===== src/rtl/ind_xfer_pkg.sv =====
package ind_xfer_pkg;
    localparam logic [7:0] OPC_LOAD  = 8'h49;
    localparam logic [7:0] OPC_STORE = 8'h66;
    localparam int RIDX_W    = 6;
    localparam int LINE_W    = 128;
    localparam int LINE_B    = LINE_W / 8;
    localparam int WORD_W    = 32;
    localparam int HALF_W    = WORD_W / 2;

    typedef enum logic [2:0] {
        S_IDLE, S_BASE, S_OFFS, S_DATA, S_ISSUE, S_WAIT, S_WB
    } state_e;

    typedef enum logic [1:0] {
        K_LOAD, K_STMEM, K_STWIN
    } kind_e;

    localparam logic [1:0] SZ_LINE = 2'd0;
    localparam logic [1:0] SZ_WORD = 2'd1;
    localparam logic [1:0] SZ_HALF = 2'd2;
    localparam logic [1:0] SZ_BYTE = 2'd3;
endpackage


===== src/rtl/ind_xfer_agen.sv =====
module ind_xfer_agen
    import ind_xfer_pkg::*;
#(
    parameter logic [31:0] WIN_BASE = 32'hFFB0_0000
) (
    input  logic [WORD_W-1:0] base,
    input  logic [HALF_W-1:0] off,
    input  logic [1:0]        size,
    input  logic [1:0]        inc,
    output logic [WORD_W-1:0] addr,
    output logic [HALF_W-1:0] off_next,
    output logic [WORD_W-1:0] win_addr
);
    logic [WORD_W-1:0] raw;
    logic [WORD_W-1:0] wsum;
    logic [HALF_W-1:0] step;

    always_comb begin
        raw = {base[WORD_W-5:0], 4'b0000} + {{(WORD_W-HALF_W){1'b0}}, off};
        unique case (size)
            SZ_LINE: addr = {raw[WORD_W-1:4], 4'b0000};
            SZ_WORD: addr = {raw[WORD_W-1:2], 2'b00};
            SZ_HALF: addr = {raw[WORD_W-1:1], 1'b0};
            default: addr = raw;
        endcase
        unique case (inc)
            2'd0:    step = 16'd0;
            2'd1:    step = 16'd2;
            2'd2:    step = 16'd4;
            default: step = 16'd16;
        endcase
        off_next = off + step;
        wsum     = base + {{(WORD_W-HALF_W+4){1'b0}}, off[HALF_W-1:4]};
        win_addr = WIN_BASE | {12'h000, wsum[19:2], 2'b00};
    end
endmodule


===== src/rtl/ind_xfer_lane.sv =====
module ind_xfer_lane
    import ind_xfer_pkg::*;
(
    input  logic [1:0]        size,
    input  logic [3:0]        addr_lo,
    input  logic [1:0]        k,
    input  logic [LINE_W-1:0] line,
    output logic [WORD_W-1:0] wb_data,
    output logic [3:0]        wb_be,
    output logic [LINE_W-1:0] st_data,
    output logic [LINE_B-1:0] st_be
);
    logic [WORD_W-1:0] w_sel;
    logic [HALF_W-1:0] h_sel;
    logic [7:0]        b_sel;

    always_comb begin
        w_sel = line[{addr_lo[3:2], 5'b0} +: WORD_W];
        h_sel = line[{addr_lo[3:1], 4'b0} +: HALF_W];
        b_sel = line[{addr_lo, 3'b0} +: 8];
        unique case (size)
            SZ_LINE: begin
                wb_data = line[{k, 5'b0} +: WORD_W];
                wb_be   = 4'hF;
                st_data = line;
                st_be   = {LINE_B{1'b1}};
            end
            SZ_WORD: begin
                wb_data = w_sel;
                wb_be   = 4'hF;
                st_data = {4{line[WORD_W-1:0]}};
                st_be   = 16'h000F << {addr_lo[3:2], 2'b00};
            end
            SZ_HALF: begin
                wb_data = {16'h0000, h_sel};
                wb_be   = 4'h3;
                st_data = {8{line[HALF_W-1:0]}};
                st_be   = 16'h0003 << {addr_lo[3:1], 1'b0};
            end
            default: begin
                wb_data = {24'h000000, b_sel};
                wb_be   = 4'h1;
                st_data = {16{line[7:0]}};
                st_be   = 16'h0001 << addr_lo;
            end
        endcase
    end
endmodule


===== src/rtl/ind_xfer_unit.sv =====
module ind_xfer_unit
    import ind_xfer_pkg::*;
#(
    parameter logic [31:0] WIN_BASE = 32'hFFB0_0000
) (
    input  logic                 clk,
    input  logic                 rst_n,
    input  logic                 instr_valid,
    input  logic [31:0]          instr,
    output logic                 instr_ready,
    output logic [RIDX_W-1:0]    rf_ra,
    input  logic [WORD_W-1:0]    rf_rd,
    output logic                 rf_we,
    output logic [RIDX_W-1:0]    rf_wa,
    output logic [WORD_W-1:0]    rf_wd,
    output logic [3:0]           rf_wbe,
    output logic                 mem_req,
    output logic                 mem_we,
    output logic [31:0]          mem_addr,
    output logic [LINE_B-1:0]    mem_be,
    output logic [LINE_W-1:0]    mem_wdata,
    input  logic                 mem_rvalid,
    input  logic [LINE_W-1:0]    mem_rdata,
    output logic                 mmio_we,
    output logic [31:0]          mmio_addr,
    output logic [WORD_W-1:0]    mmio_wdata,
    output logic                 load_pending
);
    typedef struct packed {
        state_e            st;
        kind_e             kind;
        logic [1:0]        size;
        logic [1:0]        inc;
        logic [6:0]        offidx;
        logic [RIDX_W-1:0] dreg;
        logic [RIDX_W-1:0] areg;
        logic [WORD_W-1:0] base;
        logic [31:0]       addr;
        logic [31:0]       waddr;
        logic [1:0]        k;
        logic [LINE_W-1:0] sbuf;
    } ctx_t;

    ctx_t ctx_d, ctx_q;

    logic [HALF_W-1:0] off_val;
    logic [31:0]       ag_addr, ag_win;
    logic [HALF_W-1:0] ag_next;
    logic [WORD_W-1:0] ln_wb;
    logic [3:0]        ln_wbe;
    logic [LINE_W-1:0] ln_st;
    logic [LINE_B-1:0] ln_sbe;
    logic [RIDX_W-1:0] dreg_k;

    assign off_val = ctx_q.offidx[0] ? rf_rd[31:16] : rf_rd[15:0];
    assign dreg_k  = (ctx_q.size == SZ_LINE) ? {ctx_q.dreg[5:2], ctx_q.k} : ctx_q.dreg;

    ind_xfer_agen #(.WIN_BASE(WIN_BASE)) u_agen (
        .base     (ctx_q.base),
        .off      (off_val),
        .size     (ctx_q.size),
        .inc      (ctx_q.inc),
        .addr     (ag_addr),
        .off_next (ag_next),
        .win_addr (ag_win)
    );

    ind_xfer_lane u_lane (
        .size    (ctx_q.size),
        .addr_lo (ctx_q.addr[3:0]),
        .k       (ctx_q.k),
        .line    (ctx_q.sbuf),
        .wb_data (ln_wb),
        .wb_be   (ln_wbe),
        .st_data (ln_st),
        .st_be   (ln_sbe)
    );

    always_comb begin
        ctx_d       = ctx_q;
        instr_ready = 1'b0;
        rf_ra       = '0;
        rf_we       = 1'b0;
        rf_wa       = '0;
        rf_wd       = '0;
        rf_wbe      = '0;
        mem_req     = 1'b0;
        mem_we      = 1'b0;
        mmio_we     = 1'b0;
        unique case (ctx_q.st)
            S_IDLE: begin
                instr_ready = 1'b1;
                if (instr_valid) begin
                    ctx_d.offidx = instr[20:14];
                    ctx_d.inc    = instr[13:12];
                    ctx_d.dreg   = instr[11:6];
                    ctx_d.areg   = instr[5:0];
                    if (instr[31:24] == OPC_LOAD) begin
                        ctx_d.kind = K_LOAD;
                        ctx_d.size = instr[23:22];
                        ctx_d.st   = S_BASE;
                    end else if (instr[31:24] == OPC_STORE && instr[23]) begin
                        ctx_d.kind = K_STMEM;
                        ctx_d.size = instr[22:21];
                        ctx_d.st   = S_BASE;
                    end else if (instr[31:24] == OPC_STORE && instr[22]) begin
                        ctx_d.kind = K_STWIN;
                        ctx_d.size = SZ_WORD;
                        ctx_d.st   = S_BASE;
                    end
                end
            end
            S_BASE: begin
                rf_ra      = ctx_q.areg;
                ctx_d.base = rf_rd;
                ctx_d.st   = S_OFFS;
            end
            S_OFFS: begin
                rf_ra       = ctx_q.offidx[6:1];
                ctx_d.addr  = ag_addr;
                ctx_d.waddr = ag_win;
                ctx_d.k     = '0;
                if (ctx_q.inc != 2'd0) begin
                    rf_we  = 1'b1;
                    rf_wa  = ctx_q.offidx[6:1];
                    rf_wd  = {ag_next, ag_next};
                    rf_wbe = ctx_q.offidx[0] ? 4'b1100 : 4'b0011;
                end
                ctx_d.st = (ctx_q.kind == K_LOAD) ? S_ISSUE : S_DATA;
            end
            S_DATA: begin
                rf_ra = dreg_k;
                ctx_d.sbuf[{ctx_q.k, 5'b0} +: WORD_W] = rf_rd;
                if (ctx_q.size == SZ_LINE && ctx_q.k != 2'd3) begin
                    ctx_d.k = ctx_q.k + 2'd1;
                end else begin
                    ctx_d.st = S_ISSUE;
                end
            end
            S_ISSUE: begin
                if (ctx_q.kind == K_STWIN) begin
                    mmio_we = 1'b1;
                end else begin
                    mem_req = 1'b1;
                    mem_we  = (ctx_q.kind == K_STMEM);
                end
                ctx_d.st = (ctx_q.kind == K_LOAD) ? S_WAIT : S_IDLE;
            end
            S_WAIT: begin
                if (mem_rvalid) begin
                    ctx_d.sbuf = mem_rdata;
                    ctx_d.k    = '0;
                    ctx_d.st   = S_WB;
                end
            end
            S_WB: begin
                rf_we  = 1'b1;
                rf_wa  = dreg_k;
                rf_wd  = ln_wb;
                rf_wbe = ln_wbe;
                if (ctx_q.size == SZ_LINE && ctx_q.k != 2'd3) begin
                    ctx_d.k = ctx_q.k + 2'd1;
                end else begin
                    ctx_d.st = S_IDLE;
                end
            end
            default: ctx_d.st = S_IDLE;
        endcase
    end

    always_ff @(posedge clk or negedge rst_n) begin
        if (!rst_n) begin
            ctx_q      <= '0;
            ctx_q.st   <= S_IDLE;
            ctx_q.kind <= K_LOAD;
        end else begin
            ctx_q <= ctx_d;
        end
    end

    assign mem_addr     = ctx_q.addr;
    assign mem_be       = ln_sbe;
    assign mem_wdata    = ln_st;
    assign mmio_addr    = ctx_q.waddr;
    assign mmio_wdata   = ctx_q.sbuf[WORD_W-1:0];
    assign load_pending = (ctx_q.st == S_WAIT) || (ctx_q.st == S_WB);
endmodule


===== config.mk =====
export PLATFORM = sky130hd
export DESIGN_NAME = ind_xfer_unit
export DESIGN_NICKNAME = d
export VERILOG_FILES = /design/src/rtl/ind_xfer_pkg.sv /design/src/rtl/ind_xfer_agen.sv /design/src/rtl/ind_xfer_lane.sv /design/src/rtl/ind_xfer_unit.sv
export SDC_FILE = /design/constraint.sdc
export NUM_CORES = 1
export LEC_CHECK = 0
export BUFFER_PORTS_ARGS = -buffer_cell sky130_fd_sc_hd__buf_2
export CAP_MARGIN = 10
export CORE_AREA = 2 2 190 192
export CTS_BUF_LIST = sky130_fd_sc_hd__clkbuf_4
export CTS_CLUSTER_DIAMETER = 100
export CTS_CLUSTER_SIZE = 10
export DETAILED_ROUTE_END_ITERATION = 7
export DIE_AREA = 0 0 192 194
export PLACE_DENSITY = 0.72
export SLEW_MARGIN = 20
export SYNTH_ARGS = -nofsm -noshare
export SYNTH_HDL_FRONTEND = slang
export SYNTH_SLANG_ARGS = --single-unit

===== constraint.sdc =====
create_clock -name clk -period 4.8 [get_ports clk]
set_input_delay 0 -clock clk [delete_from_list [all_inputs] [get_ports clk]]
set_output_delay 0 -clock clk [all_outputs]
set_load 0.02 [all_outputs]

Yosys cells after proc, flatten, opt, wreduce, memory -nomap -nowiden
Index checks and enable logic that the tools add are counted.
{"block": "classes", "n_addsub": 5, "eq_ne": 21, "shifts": 9, "mux": 40, "n_reduce_logical": 19}
{"op": "$pmux 128 s3", "count": 1}
{"op": "$pmux 128 s2", "count": 1}
{"op": "$shiftx 128x8->32", "count": 2}
{"op": "$mux 130", "count": 1}
{"op": "$bwmux 128", "count": 1}
{"op": "$shift 32x9->128 const A", "count": 1}
{"op": "$shiftx 128x8->16", "count": 1}
{"op": "$shiftx 128x8->8", "count": 1}
{"op": "$shiftx 32x9->128", "count": 1}
{"op": "$pmux 32 s3", "count": 1}
{"op": "$pmux 32 s2", "count": 1}
{"op": "$pmux 16 s3", "count": 1}
{"op": "$add 32x16->32", "count": 1}
{"op": "$mux 32", "count": 1}
{"op": "$mux 28", "count": 1}
{"op": "$mux 7", "count": 3}
{"op": "$pmux 3 s7", "count": 1}
{"op": "$add 20x12->20", "count": 1}
{"op": "$pmux 6 s3", "count": 1}
{"op": "$add 16x5->16", "count": 1}
{"op": "$eq 8x7->1 const B", "count": 2}
{"op": "$mux 16", "count": 1}
{"op": "$pmux 4 s2", "count": 2}
{"op": "$shl 1x4->16 const A", "count": 1}
{"op": "32 further kinds", "count": 65}
{"block": "totals", "register_bits": 237, "in_bits": 196, "out_inout_bits": 294, "word_cells": 106}

Depth between registers and ports, before layout
{"block": "logic_depth", "ltp_word": 7, "ltp_mapped": 12, "mapped_depth_nobuf": 9}

Cells and area by module
A second synthesis with hierarchy kept.
{"block": "hier_totals", "cells_unflattened": 1972, "hier_area_um2": 18834.3}
{"mod": "ind_xfer_unit", "instances": 1, "cells_per_inst": 1127, "area_per_inst_um2": 12408.2, "seq_area_each_um2": 6356.1}
{"mod": "ind_xfer_lane", "instances": 1, "cells_per_inst": 638, "area_per_inst_um2": 4942.2, "seq_area_each_um2": 0.0}
{"mod": "ind_xfer_agen", "instances": 1, "cells_per_inst": 207, "area_per_inst_um2": 1483.9, "seq_area_each_um2": 0.0}

Worst setup path before layout
Ideal clock, no wire load.
{"block": "synth_path", "path_kind": "register to register", "startpoint": "reg ctx_q[238] (netlist name)", "endpoint": "reg ctx_q, in the netlist mem_addr[26]", "setup_time_ns": 0.134, "t_arrival_ns": 3.188, "t_required_ns": 4.666, "slack_ns": 1.478, "stages_incl_launch_ff": 13, "path_buffers": 3, "period_less_slack_ns": 3.322, "path_cell_list": "dfrtp_1 -> buf_2 -> buf_2 -> buf_2 -> mux2_2 -> ha_1 -> fa_1 -> a21oi_1 -> o211ai_1 -> a211oi_1 -> nor4_1 -> xnor2_1 -> o21ai_0"}
{"block": "synth_via", "elab_chain_len": 2}
{"element": "from (decl)", "line_no": "ind_xfer_unit.sv:44", "rtl": "ctx_t ctx_d, ctx_q;"}
{"element": "from (signal assigned)", "line_no": "ind_xfer_unit.sv:177", "rtl": "ctx_q <= ctx_d;"}
{"element": "$mux 16", "line_no": "ind_xfer_unit.sv:55", "rtl": "assign off_val = ctx_q.offidx[0] ? rf_rd[31:16] : rf_rd[15:0];"}
{"element": "$add 32x16->32", "line_no": "ind_xfer_agen.sv:19", "rtl": "raw = {base[WORD_W-5:0], 4'b0000} + {{(WORD_W-HALF_W){1'b0}}, off};"}
Every way passes these cells.
A chain may end at the register's enable or synchronous reset.

Worst setup path in the final report
{"block": "layout_path", "startpoint": "reg ctx_q[238] (netlist name)", "endpoint": "out rf_wd[10]"}
{"block": "layout_via", "elab_chain_len": 4}
{"element": "$mux 16", "line_no": "ind_xfer_unit.sv:55"}
{"element": "$add 16x5->16", "line_no": "ind_xfer_agen.sv:32", "rtl": "off_next = off + step;"}
{"element": "$mux 32", "line_no": "ind_xfer_unit.sv:123", "rtl": "if (ctx_q.inc != 2'd0) begin"}
{"element": "$pmux 32 s2", "line_no": "ind_xfer_unit.sv:90", "rtl": "unique case (ctx_q.st)"}
{"element": "to (decl)", "line_no": "ind_xfer_unit.sv:15", "rtl": "output logic [WORD_W-1:0] rf_wd,"}
Every way passes these cells.

==> reports/summary.txt <==
STA
----------------------------------------------------------------------------------------
Largest clock skew in the final design                                           73.5 ps
Relative slew slack                                                                0.287
Final count of hold timing violations                                                  0
RSZ-0062 raised after global routing                                               false
Portion of the clock cycle consumed by the worst path in the final layout          0.884
Setup tns final                                                                     0 ps
Max Freq                                                                         236 MHz
Max Slew Vio Count                                                                     0
Min cycle time layout                                                            4240 ps
Final hold slack                                                                 49.1 ps
Slew @ Worst Pin                                                                 1070 ps
Final setup violating endpoints                                                        0

LOGIC SYNTHESIS
----------------------------------------------------------------------------------------
Synthesized cell area                                                       16,900 sq um
Synth Area in Compound Gates                                                       0.220
Cell count after synthesis                                                         1,818
Synth Area per Inst                                                           9.30 sq um
Synth top area share                                                               0.324
Number of synthesized flops with an enable pin                                         0
Yosys warns                                                                            0
Dominant cell by count in the synthesized netlist                           sky130_fd_sc_hd__o21ai_0
Primary flip-flop cell chosen by synthesis mapping                          sky130_fd_sc_hd__dfrtp_1
Part of the Yosys area used for sequential elements                                0.324
Synth Register Bits                                                                  219
Fraction of synthesized cell area in xor and xnor cells                           0.0140
Portion of netlist area occupied by mux cells                                      0.204
Post-synth ARST share                                                               1.00
Main combinational cell family by area after synthesis                      compound AO/OA/AOI/OAI gates
Adder-cell share of the synthesized area                                          0.0172
Top cell type by total area after synthesis                                 sky130_fd_sc_hd__dfrtp_1
Ranking of synthesized cells by area                                        sky130_fd_sc_hd__dfrtp_1 (32%), sky130_fd_sc_hd__mux4_2 (12%), sky130_fd_sc_hd__o21ai_0 (7.6%)
Most common library cells after synthesis                                   sky130_fd_sc_hd__o21ai_0 (256), sky130_fd_sc_hd__nand2_1 (246), sky130_fd_sc_hd__dfrtp_1 (219)
Simple-gate share of the synthesized area                                          0.132
Count of unique library cells instantiated by Yosys                                   74

FLOORPLAN
----------------------------------------------------------------------------------------
Horiz. Die Dim                                                                    192 um
IO Count                                                                             490
DIE AREA                                                                    37,200 sq um
Starting density of the core                                                       0.480
Placeable core area                                                         35,200 sq um
Overall die height                                                                194 um
Site Rows                                                                             69

GLOBAL ROUTING
----------------------------------------------------------------------------------------
Via count of the first global-routing pass                                        18,300
Global routing usage summed across all routing layers                              0.412
Largest net degree at the start of global routing                                    128
Total grt overflow                                                                     0
Antenna violations before repair                                                       3
Wire length of the first global-routing pass                                      114 mm

CTS
----------------------------------------------------------------------------------------
Clk Tree Root Cell                                                          sky130_fd_sc_hd__clkbuf_4
Clock Tree Buf Depth                                                                   3
Clk pin slew, worst setup/hold paths                                              120 ps
TritonCTS clock tree                                                                done
Number of CTS-inserted buffers                                                        25
H-tree depth                                                                           1
Post-cts sizing count                                                                  0
Clock latency at the later pin of the worst-skew pair                             780 ps
Sink Count                                                                           219

HOLD PATH
----------------------------------------------------------------------------------------
Hold WC Path Type                                                              in -> reg

CRITICAL PATH
----------------------------------------------------------------------------------------
Slowest cell delay on critical path                                               840 ps
Kind of end point of the critical path                                        output pin
Nature of the critical path startpoint                                          register
Category of the critical setup timing path                                    reg -> out
Required time at the worst-slack endpoint                                        4800 ps
Arrival time reported for the critical path endpoint                             4240 ps
Cell-by-cell listing of the critical path                                   buf_4 > mux2_2 > ha_1 > a21o_1 > a31oi_1 > nand2b_2 > a21oi_1 > xnor2_1 > a221o_1 > buf_2
Slowest stage cell, crit path                                               sky130_fd_sc_hd__dfrtp_1
Critical path peak fanout                                                             19

DETAILED ROUTING
----------------------------------------------------------------------------------------
First-pass detailed-route iteration total                                              8
Violation count after the first detailed-routing iteration                         2,077
Aggregate routed wire length                                                     78.5 mm
Per-cell routed wire length                                                      27.1 um
Post-DR vias/cell                                                                   6.45
Antenna viol nets, final                                                               0
Number of remaining DRC errors                                                         0
Vias post-DR                                                                      18,700

PWR
----------------------------------------------------------------------------------------
Power density of the placed cells                                            562 nW/um^2
Peak VDD IR                                                                   0.000458 V
Static Leak                                                                   0.00973 uW

LAYOUT
----------------------------------------------------------------------------------------
Number of nets in the finished design                                              2,654
Area Growth Syn to Fin                                                             32.0%
Post-layout util                                                                   0.633
Layout cell share with drive strength beyond 1                                     0.307

OUTCOME
----------------------------------------------------------------------------------------
Run status                                                                  finished, final reports clean

FLOW RUN
----------------------------------------------------------------------------------------
Max_cap viols                                                                          0

PLACED DESIGN
----------------------------------------------------------------------------------------
Final HPWL from detailed placement                                               53.9 mm
GPL Wtd Cong                                                                       0.966
Port bufs                                                                            486

-- layer usage --
layer,track usage,vias up,share of wire
li1,-,7850,-
met1,0.514,9011,0.35
met2,0.654,1489,0.46
met3,0.102,368,0.12
met4,0.233,4,0.067
met5,0,-,0.00023
-- cell type report --
cell class,instances,area (sq um)
Antenna cell,1,2.50
Clock buffer,29,218
Clock inverter,1,3.75
Fill cell,2939,12900
Inverter,22,82.6
Multi-Input combinational cell,1332,10000
Sequential cell,219,5500
Tap cell,461,577
Timing Repair Buffer,836,5930
-- flip-flops by register name, indices dropped and copies added (netlist names) --
| name | cells |
|---|---|
| mem_addr | 32 |
| mmio_addr | 1 |
| mmio_wdata | 32 |
| ctx_q | 154 |
-- what timing repair did --
action | 4_1_cts | 5_1_grt
hold buffers | 320 | 0
hold endpoints to repair | 308 | 0
setup buffers | 0 | 0
-- report_power, final --
group          internal [uW]  switching [uW]
registers               2490            1360
clock network            275             677
logic                   3290            4450
total                   6050            6490
-- placed cells by master (no fill, tap or decap), types with 34 or more instances in the layout --
cell,n
sky130_fd_sc_hd__mux4_2,90
sky130_fd_sc_hd__buf_2,485
sky130_fd_sc_hd__dfrtp_1,213
sky130_fd_sc_hd__mux2_2,78
sky130_fd_sc_hd__nand2b_1,49
sky130_fd_sc_hd__a21o_1,34
sky130_fd_sc_hd__dlygate4sd3_1,319
sky130_fd_sc_hd__a22oi_1,133
sky130_fd_sc_hd__a21oi_1,69
sky130_fd_sc_hd__o21ai_0,256
sky130_fd_sc_hd__nor2_1,42
sky130_fd_sc_hd__nand2_1,246
-- worst max-delay path: cells and delay by family (launching register included) --
family	cells	cell delay, ps
flops	1	840
compound gates	4	800
buf+inv	2	480
xor+xnor	1	470
mux	1	400
fa+ha+maj	1	280
simple gates	1	240
-- stage by stage --
| stage | instances | setup slack (ps) | power [uW] | instance area, sq um |
|---|---|---|---|---|
| 4_1_cts | 2899 | 654 | 12300 | 22300 |
| 3_5_place_dp | 2549 | 1340 | 10800 | 18800 |
| 6_report | 2901 | 555 | 12500 | 22300 |
| 2_1_floorplan | 1820 | 1480 | 8610 | 16900 |
| 3_3_place_gp | 2549 | 1440 | 10700 | 18800 |
| 5_1_grt | 2901 | 450 | 13200 | 22300 |
-- worst paths after layout --
path	from	to	slack (ps)	cells past startpoint
hold / removal	instr[6]	ctx_q[232]	50	3
min in group asynchronous	rst_n	ctx_q[237]	460	3
max in group asynchronous	rst_n	ctx_q[87]	3390	4
setup reg to reg	ctx_q[238]	mem_addr[17]	1240	9
hold reg to reg	mem_addr[4]	mem_addr[4]	500	2
setup / recovery	ctx_q[238]	rf_wd[10]	560	10
-- cell families after synthesis --
logic type / count (synthesis)
fa+ha+maj: 22
compound gates: 602
other cells: 1
simple gates: 468
buf+inv: 269
mux: 210
flops: 219
xor+xnor: 27
(Power assumes the default switching activity.)
